===== src/rtl/pwm_pdm_gen.sv =====
module pwm_pdm_gen #(
  parameter int MAG_W = 12,
  parameter int CMD_W = 16,
  parameter int DIV_W = 16
) (
  input  logic                    clk,
  input  logic                    rst_n,
  input  logic                    enable,
  input  logic [1:0]              mode,
  input  logic signed [CMD_W-1:0] duty_cmd,
  input  logic [DIV_W-1:0]        pwm_div,
  input  logic [DIV_W-1:0]        pdm_div,
  output logic                    drv_a,
  output logic                    drv_b,
  output logic                    drv_en_n
);

  localparam logic [MAG_W-1:0] FS      = {MAG_W{1'b1}};
  localparam logic [MAG_W-1:0] LAST    = FS - 1'b1;
  localparam logic [CMD_W:0]   FS_WIDE = {{(CMD_W+1-MAG_W){1'b0}}, FS};

  localparam logic [1:0] M_PWM_DIR = 2'd0;
  localparam logic [1:0] M_UP_DN   = 2'd1;
  localparam logic [1:0] M_PDM_DIR = 2'd2;
  localparam logic [1:0] M_DIR_PWM = 2'd3;

  logic [CMD_W:0]   cmd_ext, cmd_abs;
  logic [MAG_W-1:0] cmd_mag;
  logic             cmd_neg;

  assign cmd_neg = duty_cmd[CMD_W-1];
  assign cmd_ext = {duty_cmd[CMD_W-1], duty_cmd};
  assign cmd_abs = cmd_neg ? (~cmd_ext + 1'b1) : cmd_ext;
  assign cmd_mag = (cmd_abs > FS_WIDE) ? FS : cmd_abs[MAG_W-1:0];

  logic [DIV_W-1:0] pwm_pre, pdm_pre;
  logic             pwm_tick, slot_tick;
  logic [MAG_W-1:0] pcnt;
  logic             wrap;

  assign pwm_tick  = (pwm_pre >= pwm_div);
  assign slot_tick = (pdm_pre >= pdm_div);
  assign wrap      = pwm_tick && (pcnt == LAST);

  always_ff @(posedge clk) begin
    if (!rst_n) begin
      pwm_pre <= '0;
      pdm_pre <= '0;
      pcnt    <= '0;
    end else begin
      pwm_pre <= pwm_tick  ? '0 : pwm_pre + 1'b1;
      pdm_pre <= slot_tick ? '0 : pdm_pre + 1'b1;
      if (pwm_tick) pcnt <= (pcnt == LAST) ? '0 : pcnt + 1'b1;
    end
  end

  logic [MAG_W-1:0] lat_mag;
  logic             lat_sign;
  logic [1:0]       lat_mode;

  always_ff @(posedge clk) begin
    if (!rst_n) begin
      lat_mag  <= '0;
      lat_sign <= 1'b0;
      lat_mode <= M_PWM_DIR;
    end else if (wrap) begin
      lat_mag  <= cmd_mag;
      lat_sign <= cmd_neg;
      lat_mode <= mode;
    end
  end

  logic [MAG_W-1:0] acc;
  logic [MAG_W:0]   acc_sum;
  logic             pdm_bit;

  assign acc_sum = {1'b0, acc} + {1'b0, lat_mag};

  always_ff @(posedge clk) begin
    if (!rst_n) begin
      acc     <= '0;
      pdm_bit <= 1'b0;
    end else if (slot_tick) begin
      acc     <= acc_sum[MAG_W-1:0];
      pdm_bit <= acc_sum[MAG_W];
    end
  end

  logic pwm_hi, nx_a, nx_b;
  assign pwm_hi = (pcnt < lat_mag);

  always_comb begin
    unique case (lat_mode)
      M_PWM_DIR: begin nx_a = pwm_hi;              nx_b = lat_sign;            end
      M_UP_DN:   begin nx_a = pwm_hi && !lat_sign; nx_b = pwm_hi && lat_sign;  end
      M_PDM_DIR: begin nx_a = pdm_bit;             nx_b = lat_sign;            end
      default:   begin nx_a = lat_sign;            nx_b = pwm_hi;              end
    endcase
  end

  always_ff @(posedge clk) begin
    if (!rst_n) begin
      drv_a    <= 1'b0;
      drv_b    <= 1'b0;
      drv_en_n <= 1'b1;
    end else begin
      drv_a    <= enable && nx_a;
      drv_b    <= enable && nx_b;
      drv_en_n <= !enable;
    end
  end

  a_r6_disabled_quiet: assert property (@(posedge clk) disable iff (!rst_n)
    $past(!enable) |-> (drv_en_n && !drv_a && !drv_b));

  a_r6_enabled_drive: assert property (@(posedge clk) disable iff (!rst_n)
    $past(enable) |-> !drv_en_n);

  a_r3_never_both: assert property (@(posedge clk) disable iff (!rst_n)
    $past(lat_mode == M_UP_DN) |-> !(drv_a && drv_b));

  a_r2_dir_on_b: assert property (@(posedge clk) disable iff (!rst_n)
    $past(enable && lat_mode == M_PWM_DIR) |-> (drv_b == $past(lat_sign)));

  a_r4_dir_on_b: assert property (@(posedge clk) disable iff (!rst_n)
    $past(enable && lat_mode == M_PDM_DIR) |-> (drv_b == $past(lat_sign)));

  a_r5_dir_on_a: assert property (@(posedge clk) disable iff (!rst_n)
    $past(enable && lat_mode == M_DIR_PWM) |-> (drv_a == $past(lat_sign)));

  a_r7_count_range: assert property (@(posedge clk) disable iff (!rst_n)
    pcnt < FS);

  a_r10_hold_mid_period: assert property (@(posedge clk) disable iff (!rst_n)
    !$past(wrap) |-> ($stable(lat_mag) && $stable(lat_sign) && $stable(lat_mode)));

  a_r9_slot_hold: assert property (@(posedge clk) disable iff (!rst_n)
    !$past(slot_tick) |-> $stable(pdm_bit));

endmodule


===== config.mk =====
export PLATFORM = sky130hd
export DESIGN_NAME = pwm_pdm_gen
export DESIGN_NICKNAME = d
export VERILOG_FILES = /design/src/rtl/pwm_pdm_gen.sv
export SDC_FILE = /design/constraint.sdc
export NUM_CORES = 1
export LEC_CHECK = 0
export BUFFER_PORTS_ARGS = -buffer_cell sky130_fd_sc_hd__buf_2
export CAP_MARGIN = 20
export CELL_PAD_IN_SITES_DETAIL_PLACEMENT = 1
export CELL_PAD_IN_SITES_GLOBAL_PLACEMENT = 1
export CORE_UTILIZATION = 48
export DETAILED_ROUTE_END_ITERATION = 10
export GPL_ROUTABILITY_DRIVEN = 0
export HOLD_SLACK_MARGIN = 0.15
export PLACE_DENSITY_LB_ADDON = 0.1
export SYNTH_ARGS = -nofsm -noshare
export SYNTH_HDL_FRONTEND = slang
export SYNTH_SLANG_ARGS = --single-unit

===== constraint.sdc =====
create_clock -name clk -period 6.4 [get_ports clk]
set_clock_uncertainty 0.05 [all_clocks]
set_input_delay 1.28 -clock clk [delete_from_list [all_inputs] [get_ports clk]]
set_output_delay 1.28 -clock clk [all_outputs]
set_load 0.01 [all_outputs]

==> reports/metrics.sh, run 1 <==
FIN_NETS=797
HOLD_VIOLATIONS=0
WORSTHOLDENDPOINT='acc[2]'
ROUTE.VIAS.TOTAL=4955
POST_SYNTH_INSTANCE_AREA_SQ_UM=5230
TRITONCTS='done'
MULTIINPUTGATEAREA_SQ_UM=3440
HIGHEST_CLOCK_FREQUENCY_THE_DESIGN_CAN_MEET_MHz=271
PERIOD_SHARE_PCT=57.7
STORAGE_ELEMENT_AREA_SQ_UM=1500
REMAINING_DRC_ERRORS=0
MEAN_CELL_AREA_OF_THE_MAPPED_NETLIST_SQ_UM=8.26
PLACE_WORST_SETUP_SLACK_NS=2.34
POWER_LEAKAGE_uW=0.00250
POSTSYNTHNETCOUNT=747
SETUP_REPAIR_AFTER_GLOBAL_ROUTING_MISSED_ITS_MARGIN='no'
COUNT_OF_STATE_ELEMENTS_AFTER_SYNTHESIS=75
FILLCELLCOUNT=1322
DIE_W_UM=106
NET-SWITCHING-POWER_uW=241
AREAGROWTHSYNTHTOFINISH_PCT=11.8
DETAILED_PLACE_HPWL_UM=11000
CTSRESIZECOUNT=0
INITIAL_UTILIZATION_PCT=50.0
SETUP_SLACK_NS=2.71
DRV.MAX_CAP_VIOLATION_COUNT=0
POST_DP_CELL_AREA_SQ_UM=5620
CRIT_ARRIVAL_NS=3.93
CTS-ROOT-TO-SINK-BUFFERS=2
FP.COREAREA_SQ_UM=10500
CLK_TRANSITION_REPORTED_PATHS_NS=0.08
AVGVIACOUNTPERCELL=6.01
DRTPASS1ITERATIONS=4
FIN_CRIT_NS=3.69
ANTENNA_FOUND_INITIAL=0
POSTSYNTHCELLCOUNT=633
CRITICAL_PATH_LAUNCH_POINT_TYPE='primary input'
YS_TYPES=62
GRT_OVERFLOW_TOTAL=0
DESIGN_AREA_SQ_UM=5850
SYNTHMOSTINSTANTIATEDCELL='dfxtp_1'
POWER_REPORT.INTERNAL_TOTAL_uW=745
CRITICAL-PATH-SLOWEST-CELL='a22o_1'
FIRST_GLOBAL_VIAS=5172
ANTENNA_CELLS=0
FP-ROW-COUNT=37
POWER_FRAC_SEQ_PCT=48.1
REQUIRED_NS=6.64
SETUP_VIOLATIONS=0
SWITCHING_SHARE_OF_POWER_PCT=24.5
SYNTH_WARNINGS=0
POWER_DENSITY_nW_PER_UM2=169
REPORT.FINAL.SLEW_VIOL_COUNT=0
COMBINATIONALPOWERSHARE_PCT=8.4
SYNTH_TOP_AREA_CELL='dfxtp_1'
HOLD_DEPTH=2
WIRE_LENGTH_OF_THE_FIRST_GLOBAL_ROUTING_PASS_UM=24400
CLOCKPOWERSHARE_PCT=43.5
NETLIST_TOP_CELLS_AREA='dfxtp_1, ha_1, nor2_1'
POST_CTS_HOLD_BUFFER_COUNT=0
R2R_SETUP_SLACK_NS=3.35
POSTCTSSETUPREPAIRBUFS=0
CTS_SINKS=75
FIRST_ITER_VIOLATIONS=211
PATH_DELAY_FAMILY='simple AND/OR/NAND/NOR gates'
INSERTION_DELAY_NS=0.37
MAX-VDD-IR-DROP_uV=152
SYNTH_FLOP_CELL='dfxtp_1'
CP_SLOWEST_STAGE_DELAY_NS=0.78
WL_PER_CELL_UM=17.6
ASYNC_RESET_FF_SHARE_PCT=0
PATH_BUF_INV=2
CP-END-KIND='flop'
CTS_MADE_BUFFERS=9
FIN_HOLD_WS_NS=0.425
CTS_ROOT_BUF='clkbuf_8'
SETUP.WORST_PATH.CLASS='in2reg'
R2R_END='pdm_pre[4]'
SYNTH.TOP_CELLS.BY_COUNT='dfxtp_1, nor2_1, ha_1'
YOSYS.AREA.TOP_TYPE_SHARE_PCT=28.7
SYNTH_SEQ_AREA_SHARE_PCT=28.7
REG2REGPATHDEPTH=8
CTS-HTREE-LEVELS=3
FIN_SETUP_TNS_NS=0
PLACEMENT.IO_BUFFERS=55
NUMBER_OF_FLOPS_MAPPED_TO_ENABLE_CELLS_BY_YOSYS=0
DIE_AREA_SQ_UM=11300
PIN_COUNT_OF_THE_BIGGEST_NET_ENTERING_GLOBAL_ROUTING=39
MAX-SLEW-MARGIN-REL_PCT=32.8
HOLD_START='acc[2]'
RUN_STATUS='finished clean'
WORST_R2R_STARTPOINT='pdm_pre[0]'
CELL_BY_CELL_TRACE_OF_THE_CRITICAL_PATH='buf_2, inv_1, ha_1, nand4_1, or3_1, nor2_1, a22o_1, mux2i_1'
NUMBER_OF_NETS_STILL_FAILING_ANTENNA_CHECKS_AFTER_ROUTING=0
IOS=56
WORST_PIN_SLEW_NS=1.00
DIE-HEIGHT_UM=106
POST_ROUTE_CELLS_DRIVE_ABOVE_1_SHARE_PCT=13.4
TIMING.CRITICAL_PATH.FANOUT_MAX=15
GRT.TOTAL_USAGE_PCT=27.0
WORSTHOLDPATHTYPE='reg2reg'
WIRELENGTH_UM=14500
==> worst reg2reg max path, stage by stage (launching register included) <==
cell,delay (ns)
dfxtp_1,0.42
inv_1,0.08
ha_1,0.27
nand2b_1,0.13
a2111oi_0,0.48
o21ai_0,0.24
a21boi_2,0.48
nand3_1,0.55
nor2_1,0.27
==> placed cells by master, fill, tap and decap left out, drive strengths merged, types with 4 or more instances in the layout <==
master   count
a211oi      16
a21o        15
a21oi       26
a221oi      11
a31oi        7
and3        12
and4         8
buf         58
clkbuf      12
dfxtp       75
ha          60
inv         55
mux2i        9
nand2       46
nand2b       4
nand3       33
nand4        8
nor2        61
nor3         8
o2111ai      6
o211ai       5
o21a         5
o21ai       36
o31ai       10
or3          7
or4          5
xnor2       25
xor2        18
==> flip-flops by register name, indices dropped and copies added, names as in the netlist <==
signal	cells
acc	12
drv_a	1
drv_b	1
drv_en_n	1
lat_mag	12
lat_mode	2
lat_sign	1
pcnt	12
pdm_bit	1
pdm_pre	16
pwm_pre	16
==> worst max path at each step <==
stage,startpoint,endpoint,slack [ns],cells after the start
after floorplan,pwm_div[15],lat_mag[2],2.98,9
after global placement,pwm_div[15],lat_mag[1],2.48,8
after detailed placement,pwm_div[15],lat_mode[1],2.34,8
after CTS,pwm_div[15],lat_mode[1],2.73,8
after global routing,pdm_div[0],pdm_pre[4],2.41,8
final,pwm_div[15],lat_mode[1],2.71,8
==> cell type report <==
| cell class | instances | area share, % |
|---|---|---|
| Multi-Input combinational cell | 483 | 58.8 |
| Sequential cell | 75 | 25.7 |
| Timing Repair Buffer | 58 | 5.09 |
| Inverter | 56 | 3.59 |
| Tap cell | 136 | 2.91 |
| Clock buffer | 12 | 2.65 |
| Clock inverter | 4 | 1.24 |
==> logic make-up (layout without fill, tap and decap cells) <==
logic type      count (synthesis)  in the layout  share of synthesized area [%]
fa+ha+maj                      61             61                           14.7
mux                            10             10                           1.94
compound gates                162            162                           22.3
buf+inv                        75            130                           5.50
flops                          75             75                           28.7
simple gates                  207            207                           19.6
xor+xnor                       43             43                           7.20
==> power by group through the flow <==
stage                     combinational [uW]  sequential, uW  clock, uW
final                                   82.5             475        429
after global routing                    92.6             475        458
after detailed placement                81.6             486          0
after floorplan                         47.1             484          0
after CTS                               82.8             475        435
after global placement                  75.0             485          0
==> metal layers <==
metal | global-route usage, % | wire length (um) | vias up
met4 | 8.53 | 265 | 0
met5 | 0 | 0 | -
met3 | 4.84 | 593 | 25
li1 | - | - | 2406
met1 | 31.7 | 6260 | 2429
met2 | 49.3 | 7420 | 95
==> stage by stage <==
| step | total power, uW | util (%) | cells |
|---|---|---|---|
| 2_1_floorplan | 531 | - | 633 |
| 3_3_place_gp | 560 | 53.7 | 807 |
| 3_5_place_dp | 567 | 53.7 | 808 |
| 4_1_cts | 992 | 55.9 | 824 |
| 5_1_grt | 1030 | 55.9 | 824 |
| 6_report | 986 | 55.9 | 824 |
Note: power is estimated with default switching activity, not from simulation.
==> run 2: changes to the inputs <==
- CORE_UTILIZATION: 48 -> 41
- clock period: 6.4 -> 3.02 ns (I/O delays scaled with it)
==> reports/metrics.sh, run 2 (same netlist as run 1, synthesis figures left out) <==
CELL_BY_CELL_TRACE_OF_THE_CRITICAL_PATH='inv_1, ha_1, nand2b_1, a211oi_1, o21ai_0, a21o_1, a22o_1, buf_4, mux2i_1'
PIN_COUNT_OF_THE_BIGGEST_NET_ENTERING_GLOBAL_ROUTING=38  # -2.6%
PATH_BUF_INV=2  # unchanged
FILLCELLCOUNT=1515  # +15%
CTSRESIZECOUNT=0  # unchanged
WIRELENGTH_UM=14400  # -0.94%
IOS=56  # unchanged
CRITICAL-PATH-SLOWEST-CELL='a21o_1'
REPORT.FINAL.SLEW_VIOL_COUNT=0  # unchanged
MULTIINPUTGATEAREA_SQ_UM=3440  # unchanged
INITIAL_UTILIZATION_PCT=42.8  # -7.2 points
FP.COREAREA_SQ_UM=12200  # +17%
POST_ROUTE_CELLS_DRIVE_ABOVE_1_SHARE_PCT=14.9  # +1.5 points
PLACE_WORST_SETUP_SLACK_NS=0.218  # -2.13 ns
GRT_OVERFLOW_TOTAL=0  # unchanged
ROUTE.VIAS.TOTAL=4854  # -2.0%
CRIT_ARRIVAL_NS=2.68  # -1.25 ns
DETAILED_PLACE_HPWL_UM=11000  # +0.43%
POST_CTS_HOLD_BUFFER_COUNT=0  # unchanged
TOP_REGS='pdm_pre (16), pwm_pre (16)'
MOSTFREQUENTLAYOUTCELL='dfxtp_1'
ANTENNA_FOUND_INITIAL=1  # +1
FIRST_ITER_VIOLATIONS=213  # +0.95%
POSTCTSSETUPREPAIRBUFS=0  # unchanged
MAX-SLEW-MARGIN-REL_PCT=52.9  # +20 points
CLK_TRANSITION_REPORTED_PATHS_NS=0.06  # -0.02 ns
NUMBER_OF_NETS_STILL_FAILING_ANTENNA_CHECKS_AFTER_ROUTING=0  # unchanged
INSERTION_DELAY_NS=0.34  # -0.03 ns
AVGVIACOUNTPERCELL=5.60  # -6.9%
SETUP_SLACK_NS=0.558  # -2.15 ns
PATH_DELAY_FAMILY='compound AO/OA/AOI/OAI gates'
CTS_SINKS=75  # unchanged
FIN_SETUP_TNS_NS=0  # unchanged
STORAGE_ELEMENT_AREA_SQ_UM=1500  # unchanged
CTS_MADE_BUFFERS=9  # unchanged
CP-END-KIND='flop'
CTS-ROOT-TO-SINK-BUFFERS=2  # unchanged
WORST_PIN_SLEW_NS=0.702  # -0.300 ns
RUN_STATUS='finished clean'
PERIOD_SHARE_PCT=81.5
ANTENNA_CELLS=0  # unchanged
POWER_DENSITY_nW_PER_UM2=414  # +150%
SETUP_VIOLATIONS=0  # unchanged
LAYOUT.CELLS.MOST_COMMON_LIST='dfxtp_1, nor2_1, ha_1'
GRT.TOTAL_USAGE_PCT=23.2  # -3.8 points
DRTPASS1ITERATIONS=4  # unchanged
POWER_LEAKAGE_uW=0.00262  # +4.8%
CTS-HTREE-LEVELS=3  # unchanged
WORSTHOLDPATHTYPE='reg2reg'
FIRST_GLOBAL_VIAS=5004  # -3.2%
REQUIRED_NS=3.23  # -3.41 ns
SETUP_REPAIR_AFTER_GLOBAL_ROUTING_MISSED_ITS_MARGIN='no'
WL_PER_CELL_UM=16.6  # -5.9%
CP_SLOWEST_STAGE_DELAY_NS=0.43  # -0.35 ns
DIE_AREA_SQ_UM=13200  # +17%
DIE_W_UM=115  # +8.0%
FIN_NETS=808  # +1.4%
TRITONCTS='done'
DRV.MAX_CAP_VIOLATION_COUNT=0  # unchanged
CTS_ROOT_BUF='clkbuf_16'
TIMING.CRITICAL_PATH.FANOUT_MAX=15  # unchanged
REMAINING_DRC_ERRORS=0  # unchanged
HIGHEST_CLOCK_FREQUENCY_THE_DESIGN_CAN_MEET_MHz=406
CRITICAL_PATH_LAUNCH_POINT_TYPE='flop'
MAX-VDD-IR-DROP_uV=406  # +170%
PLACEMENT.IO_BUFFERS=55  # unchanged
FIN_CRIT_NS=2.46
DIE-HEIGHT_UM=115  # +8.0%
SETUP.WORST_PATH.CLASS='reg2reg'
FP-ROW-COUNT=40  # +8.1%
WIRE_LENGTH_OF_THE_FIRST_GLOBAL_ROUTING_PASS_UM=24100  # -1.2%
AREAGROWTHSYNTHTOFINISH_PCT=17.0
HOLD_VIOLATIONS=0  # unchanged
[run 2: worst min-delay path, cell delays in order, from the launching register on]
cell	delay, ns
dfxtp_1	0.31
nand3_1	0.06
a21oi_1	0.05
[run 2: final timing paths]
check,to,slack (ns),start,depth (start not counted)
max,lat_mag[2],0.56,pwm_pre[0],9
min reg2reg,acc[5],0.42,acc[5],2
max reg2reg,lat_mag[2],0.56,pwm_pre[0],9
min,acc[5],0.42,acc[5],2
[run 2: where the power goes]
group / internal, uW / switching [uW] / leakage, uW / total [uW]
combinational: 74.9 / 101 / 0.00184 / 176
sequential: 997 / 9.71 / 0.000605 / 1010
clock: 915 / 437 / 0.000179 / 1350
total: 1990 / 548 / 0.00262 / 2530
[run 2: stage by stage]
stage / total power (uW) / util, % / hold WS, ns / instance area (sq um) / instances
global placement: 1200 / 47.0 / 0.401 / 5740 / 851
floorplan: 1130 / - / 0.390 / 5230 / 633
finish: 2530 / 50.1 / 0.420 / 6120 / 867
detailed placement: 1210 / 47.0 / 0.415 / 5740 / 851
CTS: 2570 / 50.1 / 0.424 / 6120 / 867
global route: 2630 / 50.1 / 0.450 / 6120 / 867
[run 2: layout make-up]
| type | instances | share of cell area, % |
|---|---|---|
| clock buffers | 10 | 3.91 |
| flip-flops and latches | 75 | 24.5 |
| repair buffers | 69 | 6.22 |
| multi-input cells | 483 | 56.2 |
| inverters | 56 | 3.43 |
| well taps | 168 | 3.43 |
| clock inverters | 6 | 2.23 |
[run 2: layer usage]
layer  track usage, %  share of wire [%]
met1             26.8                 43
met2             42.7                 52
met3             4.59                3.5
met4             7.71                1.6
met5                0                  0
